--- src/rtl/led_override_pkg.sv ---
package led_override_pkg;

    localparam int NUM_LED = 4;
    localparam int REG_W   = 16;
    localparam logic [REG_W-1:0] CFG_RESET = 16'hFF00;

    typedef enum logic [1:0] {
        SEL_OFF    = 2'b00,
        SEL_ON     = 2'b01,
        SEL_BLINK  = 2'b10,
        SEL_STATUS = 2'b11
    } led_sel_e;

    typedef struct packed {
        logic [NUM_LED-1:0][1:0] sel;
        logic [7:0]              spare;
    } led_cfg_t;

    function automatic led_sel_e sel_of(input led_cfg_t cfg, input int idx);
        return led_sel_e'(cfg.sel[idx]);
    endfunction

    function automatic int half_cycles(input int clk_hz, input int half_ms);
        int c;
        c = (clk_hz / 1000) * half_ms;
        return (c < 1) ? 1 : c;
    endfunction

endpackage

--- src/rtl/led_cfg_reg.sv ---
module led_cfg_reg
    import led_override_pkg::*;
(
    input  logic                 clk,
    input  logic                 rst,
    input  logic                 wr_en,
    input  logic [REG_W-1:0]     wr_data,
    output led_cfg_t             cfg_q
);

    always_ff @(posedge clk) begin
        if (rst)
            cfg_q <= led_cfg_t'(CFG_RESET);
        else if (wr_en)
            cfg_q <= led_cfg_t'(wr_data);
    end

    a_r1_reset_value: assert property (@(posedge clk)
        $past(rst) |-> (cfg_q == led_cfg_t'(CFG_RESET)));

    a_r8_write_lands: assert property (@(posedge clk) disable iff (rst)
        ($past(wr_en) && !$past(rst)) |-> (cfg_q == led_cfg_t'($past(wr_data))));

    a_r8_hold_no_write: assert property (@(posedge clk) disable iff (rst)
        (!$past(wr_en) && !$past(rst)) |-> $stable(cfg_q));

endmodule

--- src/rtl/led_blink_timer.sv ---
module led_blink_timer #(
    parameter int HALF_CYCLES = 10
) (
    input  logic clk,
    input  logic rst,
    output logic phase_hi
);

    localparam int CNT_W = (HALF_CYCLES > 1) ? $clog2(HALF_CYCLES) : 1;
    localparam logic [CNT_W-1:0] LAST = CNT_W'(HALF_CYCLES - 1);

    logic [CNT_W-1:0] cnt_q;
    logic             wrap;

    assign wrap = (cnt_q == LAST);

    always_ff @(posedge clk) begin
        if (rst) begin
            cnt_q    <= '0;
            phase_hi <= 1'b0;
        end else if (wrap) begin
            cnt_q    <= '0;
            phase_hi <= ~phase_hi;
        end else begin
            cnt_q    <= cnt_q + 1'b1;
        end
    end

    a_r9_count_bound: assert property (@(posedge clk) disable iff (rst)
        cnt_q <= LAST);

    a_r4_phase_steady: assert property (@(posedge clk) disable iff (rst)
        !wrap |=> $stable(phase_hi));

    a_r9_phase_flip: assert property (@(posedge clk) disable iff (rst)
        wrap |=> (phase_hi != $past(phase_hi)));

endmodule

--- src/rtl/led_pin_mux.sv ---
module led_pin_mux
    import led_override_pkg::*;
(
    input  led_sel_e sel,
    input  logic     status,
    input  logic     phase_hi,
    output logic     pin_n
);

    always_comb begin
        unique case (sel)
            SEL_OFF:    pin_n = 1'b1;
            SEL_ON:     pin_n = 1'b0;
            SEL_BLINK:  pin_n = phase_hi;
            SEL_STATUS: pin_n = ~status;
            default:    pin_n = 1'b1;
        endcase
    end

endmodule

--- src/rtl/led_override_ctrl.sv ---
module led_override_ctrl
    import led_override_pkg::*;
#(
    parameter int CLK_HZ  = 100_000_000,
    parameter int HALF_MS = 100
) (
    input  logic        clk,
    input  logic        rst,
    input  logic        wr_en,
    input  logic [15:0] wr_data,
    input  logic [3:0]  status,
    output logic [3:0]  led_n,
    output logic [15:0] rd_data
);

    localparam int HALF = half_cycles(CLK_HZ, HALF_MS);

    led_cfg_t cfg_q;
    logic     phase_hi;

    led_cfg_reg u_reg (
        .clk     (clk),
        .rst     (rst),
        .wr_en   (wr_en),
        .wr_data (wr_data),
        .cfg_q   (cfg_q)
    );

    led_blink_timer #(.HALF_CYCLES(HALF)) u_timer (
        .clk      (clk),
        .rst      (rst),
        .phase_hi (phase_hi)
    );

    assign rd_data = cfg_q;

    for (genvar g = 0; g < NUM_LED; g++) begin : g_led
        led_pin_mux u_mux (
            .sel      (sel_of(cfg_q, g)),
            .status   (status[g]),
            .phase_hi (phase_hi),
            .pin_n    (led_n[g])
        );

        a_r5_forced_on: assert property (@(posedge clk) disable iff (rst)
            (rd_data[2*g+9 -: 2] == 2'b01) |-> (led_n[g] == 1'b0));

        a_r6_forced_off: assert property (@(posedge clk) disable iff (rst)
            (rd_data[2*g+9 -: 2] == 2'b00) |-> (led_n[g] == 1'b1));

        a_r3_status_follow: assert property (@(posedge clk) disable iff (rst)
            (rd_data[2*g+9 -: 2] == 2'b11) |-> (led_n[g] == !status[g]));

        a_r4_shared_phase: assert property (@(posedge clk) disable iff (rst)
            (rd_data[2*g+9 -: 2] == 2'b10) |-> (led_n[g] == phase_hi));
    end

endmodule

--- config.mk ---
export PLATFORM = sky130hd
export DESIGN_NAME = led_override_ctrl
export DESIGN_NICKNAME = d
export VERILOG_FILES = /design/src/rtl/led_override_pkg.sv /design/src/rtl/led_cfg_reg.sv /design/src/rtl/led_blink_timer.sv /design/src/rtl/led_pin_mux.sv /design/src/rtl/led_override_ctrl.sv
export SDC_FILE = /design/constraint.sdc
export NUM_CORES = 1
export LEC_CHECK = 0
export BUFFER_PORTS_ARGS = -buffer_cell sky130_fd_sc_hd__buf_2
export CAP_MARGIN = 15
export CORE_MARGIN = 4
export CORE_UTILIZATION = 54
export DETAILED_ROUTE_END_ITERATION = 6
export PLACE_DENSITY_LB_ADDON = 0.12
export SLEW_MARGIN = 10
export SYNTH_ARGS = -nofsm -noshare
export SYNTH_HDL_FRONTEND = slang
export SYNTH_SLANG_ARGS = --single-unit
--- constraint.sdc ---
create_clock -name clk -period 3.8 [get_ports clk]
set_clock_uncertainty 0.05 [all_clocks]
set_input_delay 0.76 -clock clk [delete_from_list [all_inputs] [get_ports clk]]
set_output_delay 0.76 -clock clk [all_outputs]
set_load 0.05 [all_outputs]
==> metrics <==
first-pass GRT wire length between 5000 and 6000 um; peak supply drop roughly 0.24 mV; WL per Instance between 10 and 15 um; DRT Pass-1 Iters 4; I/O Pins 43; Total GRT Usage 0.1775; clk_lat worst skew ~0.34 ns; largest net degree at the start of global routing 24; std cell rows 20; Routed WL 3616 um; RSZ-0062 raised after global routing no; Initial Utilization 0.5788; Yosys top cell area share 0.4534; crit path max fanout 1; final cell count without fillers approximately 280; CP max stage delay 0.26 ns; Slew HR 0.6908; cell with the most instances after synthesis dfxtp_1; TritonCTS clock tree yes; Crit-path slowest cell buf_2; Final Setup Violations 0; via count 1521; Resized Gates After CTS 0; Critical Path RT 2.99 ns; area delta synth->final 15.89%; Avg Synthesized Cell Area about 9 um^2; Reg-to-Reg End u_timer.cnt_q[20]; most common library cells after synthesis dfxtp_1, nor2_1, nand2_1; Die Height 65.90 um; RePlAce Congestion ~0.81; Arr. time, crit path 1.41 ns; max-slew violations 0; min cycle time layout 2.218 ns; CTS Hold Bufs 0; worst r2r path cells 5; clock sink count around 40; post-synthesis async set-or-reset flop share 0; Yosys top cell by area dfxtp_1; final net count 263; sequential fraction of the synthesis area 0.4534; P per Cell Area 409.8 nW/um^2; Detail Route Antenna Nets 0; overall power 0.8599 mW; filler instances 260; design area 2098 um^2; PortBufs 42; Worst Setup EP led_n[2]; worst path cell trace buf_2 > o21ai_0 > o31a_1 > buf_2; most used cell, CP buf_2; CORE AREA 3128 um^2; residual DRC count 0; maximum buffer depth of the clock tree 2; share of cells above drive strength 1 0.2500; reg-to-reg startpoint u_timer.cnt_q[0]; post-synth cell types 36; Synth area leaders dfxtp_1, mux2i_1, nor2_1; Post-synth EDFFs 0; Hold Crit Class reg -> reg; max_cap viols 0; Setup CP Type in -> out; final worst path period share 0.5836; initial antenna violation count 0; CTS clock-pin slew for the worst setup and hold paths 0.11 ns; Die ar. 4343 um^2; Seq cells post-synth 41; Synth warnings 0; beginning of the critical path status[2]; clk root buf clkbuf_4; ANT cells 0; gr ovfl total 0; DP HPWL 2670 um; crit start category input pin; Reg2Reg Setup Slack around 1.6 ns; post-layout util 0.6708; crit end category output pin; Pleak 0.8544 nW; Setup TNS 0 ns; initial drt markers 63; measured slew at the worst slew-check pin 0.4638 ns; ys flop type dfxtp_1; status finished, final reports clean; CTS Buf Count 5; Mapped Cells 200; Syn Std Cell Area ~1800 um^2; Via density 5.356; die width 65.90 um; Cells after DPL roughly 280; Mapped Nets 224; vias in the first global route between 1000 and 1500; Post-CTS Setup Bufs 0; Post-Place Cell Area 2013 um^2; CTS HTree Levels 2; f_max 450.9 MHz; Hold Vio Cnt, Final 0
layout by cell type (no fill, tap or decap), types with 2 or more instances in the layout:
cell	count
o31ai_1	3
nand4_1	4
xor2_1	5
nand4_2	2
nor4_1	2
nand2_1	18
nor4b_1	2
o31a_1	4
or4_1	2
inv_1	8
nor2_1	24
o211ai_1	2
o21ai_0	12
or3_1	8
buf_2	42
nor3_1	3
clkbuf_4	5
mux2i_1	14
dfxtp_1	41
a21oi_1	9
nand3_1	5
xnor2_1	7
or4_4	3
a21oi_2	2
metal layers:
layer | wire length (um) | GRT usage
met5 | 0 | 0
met4 | 63 | 0.09326
met3 | 260 | 0.04422
met2 | 1739 | 0.3129
met1 | 1552 | 0.1937
critical path: cells and delay by family:
kind                   cells  cell delay [ns]
AO/OA/AOI/OAI              2             0.30
buffers and inverters      2             0.35
power breakdown:
part | leakage (nW) | internal [mW] | switching, mW
Combinational | 0.474 | 0.0351 | 0.0843
Clock | 0.0455 | 0.157 | 0.132
Sequential | 0.334 | 0.443 | 0.00908
flip-flops by register name (all words and copies together) (netlist names):
| name | flops |
|---|---|
| u_timer.cnt_q | 24 |
| u_reg.cfg_q | 16 |
| u_timer.phase_hi | 1 |
cell families (layout without fill, tap and decap cells):
kind of cell / after synthesis / in the layout / share of synthesized area
compound gates: 33 / 33 / 0.1106
xor+xnor: 12 / 12 / 0.05805
fa+ha+maj: 1 / 1 / 0.006910
buf+inv: 20 / 60 / 0.05736
flops: 41 / 41 / 0.4534
mux: 14 / 14 / 0.07740
simple gates: 79 / 79 / 0.2363
worst min path at each step:
stage / startpoint / end / cells after the start
final: u_timer.cnt_q[0] / u_timer.cnt_q[0] / 1
after global routing: u_timer.cnt_q[0] / u_timer.cnt_q[0] / 1
after CTS: u_timer.cnt_q[0] / u_timer.cnt_q[0] / 1
after detailed placement: u_timer.cnt_q[0] / u_timer.cnt_q[0] / 1
after global placement: u_timer.cnt_q[0] / u_timer.cnt_q[0] / 1
after floorplan: u_timer.cnt_q[0] / u_timer.cnt_q[0] / 1
layout make-up:
class / count / area [um^2] / share of cell area
inverters: 9 / 33.78 / 0.01610
multi-input cells: 139 / 885.9 / 0.4222
clock inverters: 1 / 30.03 / 0.01431
well taps: 44 / 55.05 / 0.02624
repair buffers: 43 / 217.7 / 0.1038
flip-flops and latches: 41 / 820.8 / 0.3912
clock buffers: 7 / 55.05 / 0.02624
metrics by stage:
stage | setup slack, ns | hold WS (ns)
after detailed placement | 1.589 | 0.3998
after global placement | 1.616 | 0.3924
after global routing | 1.510 | 0.4575
final | 1.582 | 0.4238
after CTS | 1.593 | 0.4274
after floorplan | 1.767 | 0.3797
Power figures use the tool's default switching activity.
